## config.mk

```make
export PLATFORM = sky130hd
export DESIGN_NAME = i2c_lockreg_target
export DESIGN_NICKNAME = d
export VERILOG_FILES = /design/src/rtl/i2c_lockreg_pkg.sv /design/src/rtl/i2c_line_sync.sv /design/src/rtl/i2c_byte_engine.sv /design/src/rtl/lockreg_bank.sv /design/src/rtl/i2c_lockreg_target.sv
export SDC_FILE = /design/constraint.sdc
export NUM_CORES = 1
export LEC_CHECK = 0
export BUFFER_PORTS_ARGS = -buffer_cell sky130_fd_sc_hd__buf_2
export CELL_PAD_IN_SITES_DETAIL_PLACEMENT = 1
export CELL_PAD_IN_SITES_GLOBAL_PLACEMENT = 1
export CORE_MARGIN = 2
export CORE_UTILIZATION = 48
export CTS_CLUSTER_SIZE = 24
export DETAILED_ROUTE_END_ITERATION = 7
export PLACE_DENSITY = 0.78
export SLEW_MARGIN = 20
export SYNTH_ARGS = -nofsm -noshare
export SYNTH_HDL_FRONTEND = slang
export SYNTH_SLANG_ARGS = --single-unit
```

## constraint.sdc

```tcl
create_clock -name clk -period 2.4 [get_ports clk]
set_clock_uncertainty 0.15 [all_clocks]
set_input_delay 0.24 -clock clk [delete_from_list [all_inputs] [get_ports clk]]
set_output_delay 0.24 -clock clk [all_outputs]
set_load 0.02 [all_outputs]
```

## src/rtl/i2c_lockreg_pkg.sv

```systemverilog
package i2c_lockreg_pkg;
  localparam int WORD_W = 32;
  localparam int BYTE_W = 8;
  localparam int PTR_W  = 8;
  localparam int ADDR_W = 7;
  localparam int SENS_W = 12;

  typedef enum logic [2:0] {
    PH_IDLE, PH_ADDR, PH_PTR, PH_WR, PH_RD, PH_SKIP
  } phase_t;

  // Sign-extend a sensor sample to a full register word.
  function automatic logic [WORD_W-1:0] widen_signed(input logic [SENS_W-1:0] v);
    return {{(WORD_W-SENS_W){v[SENS_W-1]}}, v};
  endfunction

  // Address byte hit: bits 7:1 compared, bit 0 is direction.
  function automatic logic addr_hit(input logic [BYTE_W-1:0] first,
                                    input logic [ADDR_W-1:0] dev);
    return first[BYTE_W-1:1] == dev;
  endfunction
endpackage

```

## src/rtl/i2c_line_sync.sv

```systemverilog
module i2c_line_sync #(
  parameter int STAGES = 2
) (
  input  logic clk,
  input  logic rst_n,
  input  logic scl_i,
  input  logic sda_i,
  output logic sda_bit,
  output logic scl_rise,
  output logic scl_fall,
  output logic start_det,
  output logic stop_det
);
  logic [STAGES-1:0] scl_pipe, sda_pipe;
  logic scl_prev, sda_prev, scl_now;

  always_ff @(posedge clk or negedge rst_n) begin
    if (!rst_n) begin
      scl_pipe <= '1;
      sda_pipe <= '1;
      scl_prev <= 1'b1;
      sda_prev <= 1'b1;
    end else begin
      scl_pipe <= {scl_pipe[STAGES-2:0], scl_i};
      sda_pipe <= {sda_pipe[STAGES-2:0], sda_i};
      scl_prev <= scl_pipe[STAGES-1];
      sda_prev <= sda_pipe[STAGES-1];
    end
  end

  assign scl_now   = scl_pipe[STAGES-1];
  assign sda_bit   = sda_pipe[STAGES-1];
  assign scl_rise  = scl_now & ~scl_prev;
  assign scl_fall  = ~scl_now & scl_prev;
  assign start_det = scl_now & scl_prev & sda_prev & ~sda_bit;
  assign stop_det  = scl_now & scl_prev & ~sda_prev & sda_bit;
endmodule

```

## src/rtl/i2c_byte_engine.sv

```systemverilog
module i2c_byte_engine
  import i2c_lockreg_pkg::*;
(
  input  logic              clk,
  input  logic              rst_n,
  input  logic              sda_bit,
  input  logic              scl_rise,
  input  logic              scl_fall,
  input  logic              start_det,
  input  logic              stop_det,
  input  logic [ADDR_W-1:0] dev_addr,
  input  logic [WORD_W-1:0] rd_data,
  output logic [PTR_W-1:0]  ptr,
  output logic              sda_oe,
  output logic              wr_en,
  output logic [PTR_W-1:0]  wr_addr,
  output logic [WORD_W-1:0] wr_data
);
  localparam int NBYTE  = WORD_W / BYTE_W;
  localparam int BIDX_W = $clog2(NBYTE);
  localparam logic [BIDX_W-1:0] LAST_B = BIDX_W'(NBYTE-1);

  phase_t              phase;
  logic [3:0]          bitcnt;
  logic [BYTE_W-1:0]   shreg, txsh;
  logic                rw, mack, tx_load;
  logic [BIDX_W-1:0]   bidx;
  logic [WORD_W-1:0]   stage, rd_shift, word_now;
  logic [2:0]          bsel;
  logic                active;

  assign active   = (phase != PH_IDLE) && (phase != PH_SKIP);
  assign word_now = (bidx == '0) ? rd_data : rd_shift;
  assign bsel     = 3'd7 - bitcnt[2:0];

  always_ff @(posedge clk or negedge rst_n) begin
    if (!rst_n) begin
      phase <= PH_IDLE; bitcnt <= '0; shreg <= '0; txsh <= '0;
      rw <= 1'b0; mack <= 1'b0; tx_load <= 1'b0; bidx <= '0;
      stage <= '0; rd_shift <= '0; ptr <= '0; sda_oe <= 1'b0;
      wr_en <= 1'b0; wr_addr <= '0; wr_data <= '0;
    end else begin
      wr_en   <= 1'b0;
      tx_load <= 1'b0;
      if (start_det || stop_det) begin
        phase  <= start_det ? PH_ADDR : PH_IDLE;
        bitcnt <= '0;
        bidx   <= '0;
        sda_oe <= 1'b0;
      end else begin
        if (tx_load) begin
          txsh     <= word_now[WORD_W-1 -: BYTE_W];
          rd_shift <= word_now << BYTE_W;
          sda_oe   <= ~word_now[WORD_W-1];
        end
        if (scl_rise && active) begin
          if (bitcnt < 4'd8) shreg <= {shreg[BYTE_W-2:0], sda_bit};
          else               mack  <= ~sda_bit;
          bitcnt <= bitcnt + 4'd1;
        end
        if (scl_fall && active) begin
          if (bitcnt == 4'd8) begin
            unique case (phase)
              PH_ADDR: if (addr_hit(shreg, dev_addr)) begin
                         sda_oe <= 1'b1;
                         rw     <= shreg[0];
                       end else phase <= PH_SKIP;
              PH_PTR:  begin sda_oe <= 1'b1; ptr <= shreg; bidx <= '0; end
              PH_WR:   begin
                         sda_oe <= 1'b1;
                         stage  <= {stage[WORD_W-BYTE_W-1:0], shreg};
                         if (bidx == LAST_B) begin
                           wr_en   <= 1'b1;
                           wr_addr <= ptr;
                           wr_data <= {stage[WORD_W-BYTE_W-1:0], shreg};
                           ptr     <= ptr + 1'b1;
                           bidx    <= '0;
                         end else bidx <= bidx + 1'b1;
                       end
              default: sda_oe <= 1'b0;
            endcase
          end else if (bitcnt == 4'd9) begin
            bitcnt <= '0;
            sda_oe <= 1'b0;
            unique case (phase)
              PH_ADDR: if (rw) begin phase <= PH_RD; bidx <= '0; tx_load <= 1'b1; end
                       else phase <= PH_PTR;
              PH_PTR:  phase <= PH_WR;
              PH_RD:   if (mack) begin
                         tx_load <= 1'b1;
                         if (bidx == LAST_B) begin bidx <= '0; ptr <= ptr + 1'b1; end
                         else bidx <= bidx + 1'b1;
                       end else phase <= PH_SKIP;
              default: ;
            endcase
          end else if (phase == PH_RD && bitcnt != 4'd0) begin
            sda_oe <= ~txsh[bsel];
          end
        end
      end
    end
  end


  oe_after_fall_chk: assert property (@(posedge clk) disable iff (!rst_n)
    $rose(sda_oe) |-> ($past(scl_fall) || $past(tx_load)));

  skip_released_chk: assert property (@(posedge clk) disable iff (!rst_n)
    (phase == PH_SKIP) |-> !sda_oe);

  start_abort_chk: assert property (@(posedge clk) disable iff (!rst_n)
    start_det |=> (phase == PH_ADDR && bitcnt == 4'd0 && bidx == '0 && !sda_oe));

  commit_at_ack_chk: assert property (@(posedge clk) disable iff (!rst_n)
    wr_en |-> (sda_oe && phase == PH_WR));
endmodule

```

## src/rtl/lockreg_bank.sv

```systemverilog
module lockreg_bank
  import i2c_lockreg_pkg::*;
#(
  parameter int                NSTORE     = 8,
  parameter logic [PTR_W-1:0]  FIELD_ADDR = 8'h1F,
  parameter logic [PTR_W-1:0]  TEMP_ADDR  = 8'h1D,
  parameter logic [PTR_W-1:0]  SLEEP_ADDR = 8'h20,
  parameter logic [PTR_W-1:0]  KEY_ADDR   = 8'h24,
  parameter logic [WORD_W-1:0] KEY_WORD   = 32'h2C41_3534
) (
  input  logic              clk,
  input  logic              rst_n,
  input  logic [PTR_W-1:0]  ptr,
  input  logic              wr_en,
  input  logic [PTR_W-1:0]  wr_addr,
  input  logic [WORD_W-1:0] wr_data,
  input  logic [SENS_W-1:0] field_i,
  input  logic [SENS_W-1:0] temp_i,
  output logic [WORD_W-1:0] rd_data,
  output logic              sleep_o
);
  localparam int SIDX_W = $clog2(NSTORE);

  logic [NSTORE-1:0][WORD_W-1:0] store;
  logic unlocked;

  always_ff @(posedge clk or negedge rst_n) begin
    if (!rst_n) begin
      store    <= '0;
      unlocked <= 1'b0;
      sleep_o  <= 1'b0;
    end else if (wr_en) begin
      if (wr_addr < PTR_W'(NSTORE)) begin
        if (unlocked) store[wr_addr[SIDX_W-1:0]] <= wr_data;
      end else if (wr_addr == SLEEP_ADDR) begin
        sleep_o <= wr_data[0];
      end else if (wr_addr == KEY_ADDR && wr_data == KEY_WORD) begin
        unlocked <= 1'b1;
      end
    end
  end

  always_comb begin
    rd_data = '0;
    if (ptr < PTR_W'(NSTORE))  rd_data = store[ptr[SIDX_W-1:0]];
    else if (ptr == FIELD_ADDR) rd_data = widen_signed(field_i);
    else if (ptr == TEMP_ADDR)  rd_data = widen_signed(temp_i);
    else if (ptr == SLEEP_ADDR) rd_data = {{(WORD_W-1){1'b0}}, sleep_o};
    else if (ptr == KEY_ADDR)   rd_data = {{(WORD_W-1){1'b0}}, unlocked};
  end


  unlock_sticky_chk: assert property (@(posedge clk) disable iff (!rst_n)
    unlocked |=> unlocked);

  locked_store_chk: assert property (@(posedge clk) disable iff (!rst_n)
    !unlocked |=> $stable(store));

  sleep_follow_chk: assert property (@(posedge clk) disable iff (!rst_n)
    (wr_en && wr_addr == SLEEP_ADDR) |=> (sleep_o == $past(wr_data[0])));
endmodule

```

## src/rtl/i2c_lockreg_target.sv

```systemverilog
module i2c_lockreg_target
  import i2c_lockreg_pkg::*;
(
  input  logic              clk,
  input  logic              rst_n,
  input  logic              scl_i,
  input  logic              sda_i,
  output logic              sda_oe,
  input  logic [ADDR_W-1:0] dev_addr_i,
  input  logic [SENS_W-1:0] field_i,
  input  logic [SENS_W-1:0] temp_i,
  output logic              sleep_o
);
  logic sda_bit, scl_rise, scl_fall, start_det, stop_det, wr_en;
  logic [PTR_W-1:0]  ptr, wr_addr;
  logic [WORD_W-1:0] wr_data, rd_data;

  i2c_line_sync #(.STAGES(2)) u_sync (
    .clk(clk), .rst_n(rst_n), .scl_i(scl_i), .sda_i(sda_i),
    .sda_bit(sda_bit), .scl_rise(scl_rise), .scl_fall(scl_fall),
    .start_det(start_det), .stop_det(stop_det)
  );

  i2c_byte_engine u_engine (
    .clk(clk), .rst_n(rst_n), .sda_bit(sda_bit), .scl_rise(scl_rise),
    .scl_fall(scl_fall), .start_det(start_det), .stop_det(stop_det),
    .dev_addr(dev_addr_i), .rd_data(rd_data), .ptr(ptr), .sda_oe(sda_oe),
    .wr_en(wr_en), .wr_addr(wr_addr), .wr_data(wr_data)
  );

  lockreg_bank u_bank (
    .clk(clk), .rst_n(rst_n), .ptr(ptr), .wr_en(wr_en), .wr_addr(wr_addr),
    .wr_data(wr_data), .field_i(field_i), .temp_i(temp_i),
    .rd_data(rd_data), .sleep_o(sleep_o)
  );
endmodule

```

==> metrics.log <==
INFO  metric holdCritPathClass = in -> reg
INFO  metric cts_num_sinks = 390
INFO  metric dp.final_hpwl = 30210 um
INFO  metric route.antenna.remaining_nets = 0
INFO  metric total_clock_buffers_created_by_cts = 41
INFO  metric route.detailed.vias_per_inst = 6.213
INFO  metric post_synth_num_cell_types = 63
INFO  metric synth.top_cells.by_count = sky130_fd_sc_hd__dfrtp_1, sky130_fd_sc_hd__mux2_2, sky130_fd_sc_hd__nand2_1
INFO  metric rr_worst_depth = 8
INFO  metric synthDominantCellAreaShare = 0.5383
INFO  metric path_cells = nor3_1 > nand3b_1 > nand4bb_1 > buf_6 > nor3b_4 > buf_4 > clkbuf_16 > mux2_2
INFO  metric fmaxAchievable = 404.5 MHz
INFO  metric post_route_cells_drive_above_1_share = 0.4585
INFO  metric post_route_wl = 51610 um
INFO  metric globalRouteOverflowTotal = 0
INFO  metric drc = 0
INFO  metric worst_hold_path.num_cells = 4
INFO  metric first_global_vias = 12860
INFO  metric hold-worst-slack = 42.99 ps
INFO  metric violations = negative setup slack
INFO  metric cp-end-kind = flop
INFO  metric firstDrtPassIters = 5
INFO  metric io_buffer_count = 36
INFO  metric synth_enable_flop_cells = 0
INFO  metric clock_latency = 550 ps
INFO  metric peakVddDrop = 0.5173 mV
INFO  metric crit_family = simple AND/OR/NAND/NOR gates
INFO  metric route.detailed.wl_per_inst = 27.31 um
INFO  metric critical_path.max_stage_delay = 400 ps
INFO  metric p_leak = 0.009934 uW
INFO  metric largest_cells_by_area_after_synthesis = sky130_fd_sc_hd__dfrtp_1, sky130_fd_sc_hd__mux2_2, sky130_fd_sc_hd__mux4_2
INFO  metric cts_tree = done
INFO  metric fillers = 3473
INFO  metric cts-root-to-sink-buffers = 3
INFO  metric final.setup.worst_slack = -72.03 ps
INFO  metric fin_total_pwr = 14050 uW
INFO  metric num_vias = 11740
INFO  metric area.growth.synth_to_final = 18.18%
INFO  metric final-hold-violation-count = 0
INFO  metric fin_util = 0.5763
INFO  metric routabilityCongestion = 0.8304
INFO  metric postSynthCellCount = 1291
INFO  metric ioPinCount = 37
INFO  metric maximum_fanout_encountered_on_the_critical_timing_path = 8
INFO  metric design.die.area = 38750 um^2
INFO  metric cp_data_arrival_time = 2750 ps
INFO  metric grt_first_pass_wirelength = 77830 um
INFO  metric worstSetupPathDepth = 8
INFO  metric die_height = 196.9 um
INFO  metric grt_max_degree = 101
INFO  metric cap_viol_max_count = 0
INFO  metric ys_seq_area_frac = 0.5471
INFO  metric netlist_area = 17850 um^2
INFO  metric critical_path_class = reg -> reg
INFO  metric ys_warn_count = 0
INFO  metric core_area = 36610 um^2
INFO  metric min_period = 2472 ps
INFO  metric setup-violations-final = 33
INFO  metric worst-slew-pin-transition = 919.0 ps
INFO  metric timing.final.crit_share = 1.030
INFO  metric worst-path-buf-inv = 3
INFO  metric detail_route.iter0.violations = 721
INFO  metric power-per-cell-area = 666.1 nW/um^2
INFO  metric number_of_max_slew_violations_in_the_final_report = 0
INFO  metric cell_with_the_most_instances_after_synthesis = sky130_fd_sc_hd__dfrtp_1
INFO  metric die_w = 196.9 um
INFO  metric area_of_combinational_cells_with_multiple_inputs = 7704 um^2
INFO  metric num_rows = 70
INFO  metric synth_nets = 1334
INFO  metric synth.largest_area_cell = sky130_fd_sc_hd__dfrtp_1
INFO  metric run_status = finished, violations left
INFO  metric h_tree_level_count = 2
INFO  metric cts_root_buf = sky130_fd_sc_hd__clkbuf_16
INFO  metric max_transition_margin = 0.3853
INFO  metric crit_path_top_delay_cell = sky130_fd_sc_hd__dfrtp_1
INFO  metric track_usage = 0.2638
INFO  metric critPathRequiredTime = 2680 ps
INFO  metric fin_nets = 1433
INFO  metric syn-mean-instance-area = 13.83 um^2
INFO  metric cell_count_final_fillers_out = 1890
INFO  metric floorplan.initialDensity = 0.4876
INFO  metric antenna_violations_before_repair = 2
INFO  metric clkTransAtPathRegs = 60 ps
INFO  metric placed_cells = 1765
INFO  metric ys_dominant_reg_cell = sky130_fd_sc_hd__dfrtp_1
INFO  metric setup_repair_after_global_routing_missed_its_margin = yes
INFO  metric asyncSetResetFlopFracSynth = 1.000
INFO  metric place_ws = 48.27 ps
INFO  metric final-seq-area = 9776 um^2
INFO  metric setup.worst_path.start_class = flop
INFO  metric synth-seq-cells = 390
INFO  metric ff2ff_setup_slack = -70 ps
## metrics by stage
stage / cell area [um^2] / setup TNS [ps]
2_1_floorplan: 17850 / 0
3_3_place_gp: 19120 / 0
3_5_place_dp: 19120 / 0
4_1_cts: 20680 / 0
5_1_grt: 21100 / -6554
6_report: 21100 / -1330
## sequential cells by signal, indices dropped and copies added (netlist names), 8 cells and up
register	cells
u_engine.shreg	8
u_engine.wr_data	32
u_bank.store	256
u_engine.rd_shift	24
u_engine.stage	24
u_engine.wr_addr	8
u_engine.txsh	8
u_engine.ptr	8
## logic make-up (layout without fill, tap and decap cells)
logic type,after synthesis,count (layout),share of synthesized area
multiplexers,432,432,0.3108
flip-flops,390,390,0.5471
AND/OR/NAND/NOR,197,197,0.05586
AO/OA/AOI/OAI,128,128,0.04521
buffers and inverters,123,252,0.02909
XOR/XNOR,13,13,0.006378
adder cells (fa/ha/maj),8,8,0.005607
other,0,2,0
## report_power, final
| part | internal [uW] | total (uW) | leakage [uW] | switching [uW] |
|---|---|---|---|---|
| logic | 352 | 841 | 0.00406 | 489 |
| registers | 6690 | 6960 | 0.00523 | 262 |
| clock network | 3610 | 6260 | 0.000644 | 2650 |
| total | 10700 | 14100 | 0.00993 | 3400 |
## worst paths after layout
| check | to | startpoint |
|---|---|---|
| max | u_bank.store[123]$_DFFE_PN0P_ | u_engine.wr_addr[7]$_DFFE_PN0P_ |
| min | u_engine.rd_shift[16]$_DFFE_PN0P_ | temp_i[8] |
| max reg2reg | u_bank.store[123]$_DFFE_PN0P_ | u_engine.wr_addr[7]$_DFFE_PN0P_ |
| min reg2reg | u_sync.sda_pipe[1]$_DFF_PN1_ | u_sync.sda_pipe[0]$_DFF_PN1_ |
| max in group asynchronous | u_engine.wr_data[25]$_DFFE_PN0P_ | rst_n |
| min in group asynchronous | u_engine.wr_data[31]$_DFFE_PN0P_ | rst_n |
## cell type report
class                      count  share of cell area
antenna                        2           0.0002372
multi-input combinational    778              0.3651
sequential                   390              0.4634
tap                          468             0.02775
clock buffer                  62             0.05764
clock inverter                11            0.004566
timing repair buffer         171             0.07988
inverter                       8            0.001423
## worst register-to-register path, cell delays in order, from the launching register on
cell and delay [ps]:
sky130_fd_sc_hd__dfrtp_1 400, sky130_fd_sc_hd__nor3_1 220, sky130_fd_sc_hd__nand3b_1 170, sky130_fd_sc_hd__nand4bb_1 280, sky130_fd_sc_hd__buf_6 200, sky130_fd_sc_hd__nor3b_4 200, sky130_fd_sc_hd__buf_4 180, sky130_fd_sc_hd__clkbuf_16 190
sky130_fd_sc_hd__mux2_2 350
## timing repair
action,in CTS,in global routing
endpoints found under the setup margin,2,68
endpoints found under the hold margin,327,0
resized for setup,1,38
pin swaps,0,15
setup buffers,1,21
cloned,0,5
hold buffers,23,0
## routing by layer
metal / vias up / global-route usage / wire [um]
met1: 6324 / 0.3468 / 21590
met2: 360 / 0.4412 / 25420
li1: 4916 / - / -
met4: 0 / 0.1058 / 2304
met5: - / 0 / 0
met3: 142 / 0.04124 / 2296
## layout by cell type, fill, tap and decap left out, types with 4 or more instances in the layout
| master | count |
|---|---|
| sky130_fd_sc_hd__a21oi_1 | 19 |
| sky130_fd_sc_hd__a222oi_1 | 7 |
| sky130_fd_sc_hd__buf_12 | 25 |
| sky130_fd_sc_hd__buf_2 | 35 |
| sky130_fd_sc_hd__buf_4 | 73 |
| sky130_fd_sc_hd__buf_6 | 9 |
| sky130_fd_sc_hd__clkbuf_1 | 11 |
| sky130_fd_sc_hd__clkbuf_16 | 46 |
| sky130_fd_sc_hd__clkbuf_8 | 9 |
| sky130_fd_sc_hd__clkinv_2 | 7 |
| sky130_fd_sc_hd__dfrtp_1 | 379 |
| sky130_fd_sc_hd__dfrtp_2 | 4 |
| sky130_fd_sc_hd__dfstp_2 | 6 |
| sky130_fd_sc_hd__dlygate4sd3_1 | 23 |
| sky130_fd_sc_hd__ha_1 | 8 |
| sky130_fd_sc_hd__inv_1 | 8 |
| sky130_fd_sc_hd__mux2_1 | 5 |
| sky130_fd_sc_hd__mux2_2 | 330 |
| sky130_fd_sc_hd__mux2i_1 | 26 |
| sky130_fd_sc_hd__mux2i_2 | 4 |
| sky130_fd_sc_hd__mux4_2 | 64 |
| sky130_fd_sc_hd__nand2_1 | 72 |
| sky130_fd_sc_hd__nand2b_1 | 6 |
| sky130_fd_sc_hd__nand3_1 | 12 |
| sky130_fd_sc_hd__nand4_1 | 8 |
| sky130_fd_sc_hd__nor2_1 | 48 |
| sky130_fd_sc_hd__nor2b_1 | 8 |
| sky130_fd_sc_hd__nor4_1 | 6 |
| sky130_fd_sc_hd__o21ai_0 | 23 |
| sky130_fd_sc_hd__o21ai_1 | 25 |
| sky130_fd_sc_hd__o22ai_1 | 23 |
| sky130_fd_sc_hd__o31ai_1 | 4 |
| sky130_fd_sc_hd__xnor2_1 | 5 |
| sky130_fd_sc_hd__xor2_1 | 8 |
Power figures use the tool's default switching activity.
